===== src/rtl/pci_tgt_term_pkg.sv =====
package pci_tgt_term_pkg;
  localparam int CODE_W = 2;

  typedef enum logic [CODE_W-1:0] {
    TC_NONE  = 2'b00,
    TC_RETRY = 2'b01,
    TC_DISC  = 2'b10,
    TC_ABORT = 2'b11
  } term_code_e;

  typedef enum logic [1:0] {
    ST_IDLE = 2'b00,
    ST_DATA = 2'b01,
    ST_STOP = 2'b10
  } seq_st_e;

  // Ending selection: abort first, then stop split by data history.
  function automatic term_code_e pick_term(input logic live, input logic cfg,
                                           input logic abort_rq, input logic stop_rq,
                                           input logic seen, input logic rdy);
    if (!live || cfg)       return TC_NONE;
    if (abort_rq)           return TC_ABORT;
    if (!stop_rq)           return TC_NONE;
    if (!seen && !rdy)      return TC_RETRY;
    return TC_DISC;
  endfunction
endpackage


===== src/rtl/pci_tgt_phase_track.sv =====
module pci_tgt_phase_track (
  input  logic clk,
  input  logic rst_n,
  input  logic start,
  input  logic in_data,
  input  logic loc_rdy,
  output logic seen
);
  always_ff @(posedge clk or negedge rst_n) begin
    if (!rst_n)                  seen <= 1'b0;
    else if (start)              seen <= 1'b0;
    else if (in_data && loc_rdy) seen <= 1'b1;
  end
endmodule


===== src/rtl/pci_tgt_term_arb.sv =====
module pci_tgt_term_arb
  import pci_tgt_term_pkg::*;
(
  input  logic       live,
  input  logic       cfg,
  input  logic       abort_rq,
  input  logic       stop_rq,
  input  logic       seen,
  input  logic       rdy,
  output term_code_e choice
);
  always_comb choice = pick_term(live, cfg, abort_rq, stop_rq, seen, rdy);
endmodule


===== src/rtl/pci_tgt_abort_sticky.sv =====
module pci_tgt_abort_sticky (
  input  logic clk,
  input  logic rst_n,
  input  logic set_ev,
  input  logic clr_ev,
  output logic flag
);
  always_ff @(posedge clk or negedge rst_n) begin
    if (!rst_n)      flag <= 1'b0;
    else if (set_ev) flag <= 1'b1;
    else if (clr_ev) flag <= 1'b0;
  end
endmodule


===== src/rtl/pci_tgt_term_ctl.sv =====
module pci_tgt_term_ctl
  import pci_tgt_term_pkg::*;
(
  input  logic              clk,
  input  logic              rst_n,
  input  logic              frame_n,
  input  logic              irdy_n,
  input  logic              sel_hit,
  input  logic              sel_cfg,
  input  logic              loc_rdy,
  input  logic              loc_stop_req,
  input  logic              loc_abort_req,
  input  logic              abort_clr,
  output logic              devsel_n,
  output logic              trdy_n,
  output logic              stop_n,
  output logic [CODE_W-1:0] term_code,
  output logic              abort_flag
);
  seq_st_e    st_q, st_d;
  logic       dev_q, dev_d, trdy_q, trdy_d, stop_q, stop_d;
  logic       cfg_q, cfg_d;
  term_code_e code_q, code_d;

  // Named events for the checker.
  logic       start_ev, in_data, release_ev, abort_fire, cfg_txn, seen_q;
  term_code_e choice;

  assign in_data = (st_q == ST_DATA);
  assign cfg_txn = cfg_q;

  pci_tgt_phase_track u_track (
    .clk(clk), .rst_n(rst_n), .start(start_ev), .in_data(in_data),
    .loc_rdy(loc_rdy), .seen(seen_q)
  );

  pci_tgt_term_arb u_arb (
    .live(in_data), .cfg(cfg_q), .abort_rq(loc_abort_req), .stop_rq(loc_stop_req),
    .seen(seen_q), .rdy(loc_rdy), .choice(choice)
  );

  always_comb begin
    st_d = st_q; dev_d = dev_q; trdy_d = trdy_q; stop_d = stop_q;
    cfg_d = cfg_q; code_d = code_q;
    start_ev = 1'b0; release_ev = 1'b0; abort_fire = 1'b0;
    unique case (st_q)
      ST_IDLE: begin
        if (!frame_n && sel_hit) begin
          st_d = ST_DATA; dev_d = 1'b0; trdy_d = 1'b1; stop_d = 1'b1;
          cfg_d = sel_cfg; code_d = TC_NONE; start_ev = 1'b1;
        end
      end
      ST_DATA: begin
        if (frame_n && (irdy_n || !trdy_q)) begin
          release_ev = 1'b1;
        end else begin
          unique case (choice)
            TC_ABORT: begin
              st_d = ST_STOP; dev_d = 1'b1; stop_d = 1'b0; trdy_d = 1'b1;
              abort_fire = 1'b1;
            end
            TC_RETRY: begin
              st_d = ST_STOP; stop_d = 1'b0; trdy_d = 1'b1;
            end
            TC_DISC: begin
              st_d = ST_STOP; stop_d = 1'b0; trdy_d = ~loc_rdy;
            end
            default: trdy_d = ~loc_rdy;
          endcase
          if (choice != TC_NONE) code_d = choice;
        end
      end
      ST_STOP: begin
        if (frame_n && !irdy_n) release_ev = 1'b1;
        else                    trdy_d = trdy_q | ~irdy_n;
      end
      default: st_d = ST_IDLE;
    endcase
    if (release_ev) begin
      st_d = ST_IDLE; dev_d = 1'b1; trdy_d = 1'b1; stop_d = 1'b1;
    end
  end

  always_ff @(posedge clk or negedge rst_n) begin
    if (!rst_n) begin
      st_q <= ST_IDLE; dev_q <= 1'b1; trdy_q <= 1'b1; stop_q <= 1'b1;
      cfg_q <= 1'b0; code_q <= TC_NONE;
    end else begin
      st_q <= st_d; dev_q <= dev_d; trdy_q <= trdy_d; stop_q <= stop_d;
      cfg_q <= cfg_d; code_q <= code_d;
    end
  end

  pci_tgt_abort_sticky u_sticky (
    .clk(clk), .rst_n(rst_n), .set_ev(abort_fire), .clr_ev(abort_clr), .flag(abort_flag)
  );

  assign devsel_n  = dev_q;
  assign trdy_n    = trdy_q;
  assign stop_n    = stop_q;
  assign term_code = code_q;
endmodule


===== config.mk =====
export PLATFORM = sky130hd
export DESIGN_NAME = pci_tgt_term_ctl
export DESIGN_NICKNAME = d
export VERILOG_FILES = /design/src/rtl/pci_tgt_term_pkg.sv /design/src/rtl/pci_tgt_phase_track.sv /design/src/rtl/pci_tgt_term_arb.sv /design/src/rtl/pci_tgt_abort_sticky.sv /design/src/rtl/pci_tgt_term_ctl.sv
export SDC_FILE = /design/constraint.sdc
export NUM_CORES = 1
export LEC_CHECK = 0
export ABC_AREA = 1
export BUFFER_PORTS_ARGS = -buffer_cell sky130_fd_sc_hd__buf_2
export CAP_MARGIN = 20
export CORE_AREA = 2 2 42 44
export CTS_CLUSTER_DIAMETER = 200
export DETAILED_ROUTE_END_ITERATION = 7
export DIE_AREA = 0 0 44 46
export HOLD_SLACK_MARGIN = 0.1
export PLACE_DENSITY = 0.81
export SLEW_MARGIN = 30
export SYNTH_ARGS = -nofsm -noshare
export SYNTH_HDL_FRONTEND = slang
export SYNTH_SLANG_ARGS = --single-unit

===== constraint.sdc =====
create_clock -name clk -period 2.9 [get_ports clk]
set_input_delay 0.145 -clock clk [delete_from_list [all_inputs] [get_ports clk]]
set_output_delay 0.145 -clock clk [all_outputs]
set_load 0.03 [all_outputs]

==> impl_metrics.env <==
export IMPL_synth_nets=107
export IMPL_finalHoldViolCount=0
export IMPL_crit_chain="inv_1 > ha_1 > inv_2 > nor2_4 > o21a_4 > nor2_2 > nand2_4 > nand3_2 > nand2_1 > nand2_1"
export IMPL_start_util_pct=44.8
export IMPL_ys_top_cells_by_area="dfrtp_1 24%, nand2_1 15%, dfstp_2 11%"
export IMPL_outcome="complete, no violations"
export IMPL_hp_start="sel_cfg"
export IMPL_post_cts_buffers=0
export IMPL_clk_pin_slew_worst_paths_ns=0.07
export IMPL_via_per_inst=5.05
export IMPL_seq_area_frac_synth_pct=35.1
export IMPL_n_antenna_cell=0
export IMPL_r2r_start="st_q[1]"
export IMPL_dpl_hpwl_um=1170
export IMPL_final_cells=130
export IMPL_finalSetupTns_ns=0
export IMPL_drt_iter0_drc=29
export IMPL_hold_ws_ns=0.111
export IMPL_clock_latency_ns=0.27
export IMPL_crit_start="st_q[1]"
export IMPL_numCtsBuffers=3
export IMPL_cts_max_path_buffers=2
export IMPL_grt_pass1_vias=623
export IMPL_cts_tree="done"
export IMPL_ios=16
export IMPL_worstPathRequired_ns=3.06
export IMPL_syn_inst=92
export IMPL_power_frac_comb_pct=62.0
export IMPL_ys_ff_latch=10
export IMPL_drive_gt1_share_pct=31.9
export IMPL_p_sw_uw=476
export IMPL_slowest_stage="dfrtp_1"
export IMPL_placed_cells=124
export IMPL_p_seq_share_pct=27.4
export IMPL_syn_to_final_growth_pct=19.7
export IMPL_crit_path_start_kind="register"
export IMPL_ant_nets=0
export IMPL_cts_num_sinks=10
export IMPL_slew_violations=0
export IMPL_setup_viol=0
export IMPL_num_rows=15
export IMPL_leakage_nw=0.468
export IMPL_reg2reg_slack_ns=1.28
export IMPL_wirelength_um=1480
export IMPL_io_buffers=15
export IMPL_cp_arrival_ns=1.77
export IMPL_grt_pass1_wl_um=2360
export IMPL_antenna_found_initial=0
export IMPL_p_clk_share_pct=10.6
export IMPL_dpl_worst_slack_ns=1.30
export IMPL_skew_ns=0.00676
export IMPL_post_drt_wl_per_cell_um=11.4
export IMPL_cts_root_buf="clkbuf_4"
export IMPL_max_freq_mhz=619
export IMPL_yosysWarnings=0
export IMPL_grtUsageTotal_pct=16.1
export IMPL_htreeDepth=1
export IMPL_syn_area_per_cell_sq_um=7.86
export IMPL_gp_congestion=0.866
export IMPL_vias=656
export IMPL_crit_path_end_kind="register"
export IMPL_maxCapViolCount=0
export IMPL_grt_ovfl_total=0
export IMPL_cts_resized=0
export IMPL_min_period_ns=1.62
export IMPL_holdBufCountCts=2
export IMPL_criticalPathCategory="reg2reg"
export IMPL_critPathMostFrequentCell="nand2_1"
export IMPL_max_slew_margin_rel_pct=81.4
export IMPL_netlist_area_sq_um=723
export IMPL_rsz0062_at_grt="no"
export IMPL_power_total_uw=955
export IMPL_yosysTopAreaCell="dfrtp_1"
export IMPL_crit_path_max_incr_delay_ns=0.42
export IMPL_synth_top_cell_area_share_pct=24.2
export IMPL_p_sw_share_pct=49.9
export IMPL_synth_edff_count=0
export IMPL_dieArea_sq_um=2020
export IMPL_power_internal_uw=479
export IMPL_drc=0
export IMPL_power_density_nw_per_um2=1100
export IMPL_hold_path_class="in2reg"
export IMPL_die_w_um=44
export IMPL_worstPathMaxFanout=5
export IMPL_ys_flop_type="dfrtp_1"
export IMPL_grt_max_degree=11
export IMPL_tightest_slew_ns=0.277
export IMPL_core_area_sq_um=1610
export IMPL_synthArstFlopShare_pct=100
export IMPL_synth_distinct_cells=21
export IMPL_irDropWorstVdd_mv=0.349
export IMPL_die_h_um=46
export IMPL_timing_final_crit_share_pct=55.7
export IMPL_drt_first_pass_iters=4
export IMPL_setup_ws_ns=1.28
export IMPL_finalNetCount=129
-- routing by layer --
layer	vias up	global-route usage, %	part of all wire [%]
li1	344	-	-
met1	287	16.8	47
met2	18	29.1	46
met3	7	1.19	3.0
met4	0	13.9	3.9
met5	-	0	0
-- critical path: cells and delay by family (launching register included) --
family	cells	cell delay, ns
compound gates	1	0.14
flops	1	0.42
fa+ha+maj	1	0.30
simple gates	6	0.46
buf+inv	2	0.19
-- synth_stat cells (2+ instances only) --
master	number
nand4_1	4
nand3_2	3
dfstp_2	3
nand3_1	8
nor2_1	2
o21ai_1	3
nand2_2	3
a21oi_1	2
nor2_4	2
nand2_4	2
nand2_1	28
o21ai_0	3
ha_1	5
inv_1	11
dfrtp_1	7
-- cells in the final DEF (no fill, tap or decap) --
cell           Yosys  routed
nand2_1           28      28
buf_2              0      15
inv_1             11      11
nand3_1            8       8
dfrtp_1            7       7
ha_1               5       5
nand4_1            4       4
nand2_2            3       3
nand3_2            3       3
o21ai_0            3       3
o21ai_1            3       3
clkbuf_4           0       3
dfstp_2            3       3
nand2_4            2       2
a21oi_1            2       2
nor2_1             2       2
nor2_4             2       2
dlygate4sd3_1      0       2
inv_2              1       1
o21a_4             1       1
nor2_2             1       1
mux2_2             1       1
o21ai_2            1       1
o32ai_1            1       1
clkbuf_1           0       1
-- final cells by class --
type,instances,area [sq um]
Fill cell,149,748
Inverter,12,45.0
Sequential cell,10,254
Tap cell,17,21.3
Multi-Input combinational cell,70,424
Clock buffer,4,26.3
Timing Repair Buffer,17,95.1
-- per-stage QoR --
stage,instance area (sq um),utilization (%)
floorplan,723,-
global placement,820,50.8
detailed placement,820,50.8
CTS,866,53.6
global route,866,53.6
finish,866,53.6
-- cell families (layout without fill, tap and decap cells) --
logic type / count (synthesis) / after routing / share of synthesized area [%]
simple gates: 53 / 53 / 38.4
buf+inv: 12 / 33 / 6.23
compound gates: 11 / 11 / 10.0
flops: 10 / 10 / 35.1
fa+ha+maj: 5 / 5 / 8.65
mux: 1 / 1 / 1.56
-- state kept, by name (all words and copies together), names as in the netlist --
signal         count
st_q               2
term_code          2
cfg_q              1
devsel_n           1
stop_n             1
trdy_n             1
u_sticky.flag      1
u_track.seen       1
-- power groups by stage --
stage          Combinational, mW  Clock, mW  Sequential, mW
6_report                   0.592      0.102           0.261
5_1_grt                    0.659      0.108           0.267
4_1_cts                    0.592      0.104           0.262
3_5_place_dp               0.587          0           0.264
3_3_place_gp               0.580          0           0.260
2_1_floorplan              0.414          0           0.317
-- final timing paths --
path	to	cells after the start
hold / removal	cfg_q	2
setup reg to reg	st_q[1]	10
max in group asynchronous	stop_n	2
hold reg to reg	devsel_n	2
min in group asynchronous	term_code[0]	2
setup / recovery	st_q[1]	10
(Power assumes the default switching activity.)
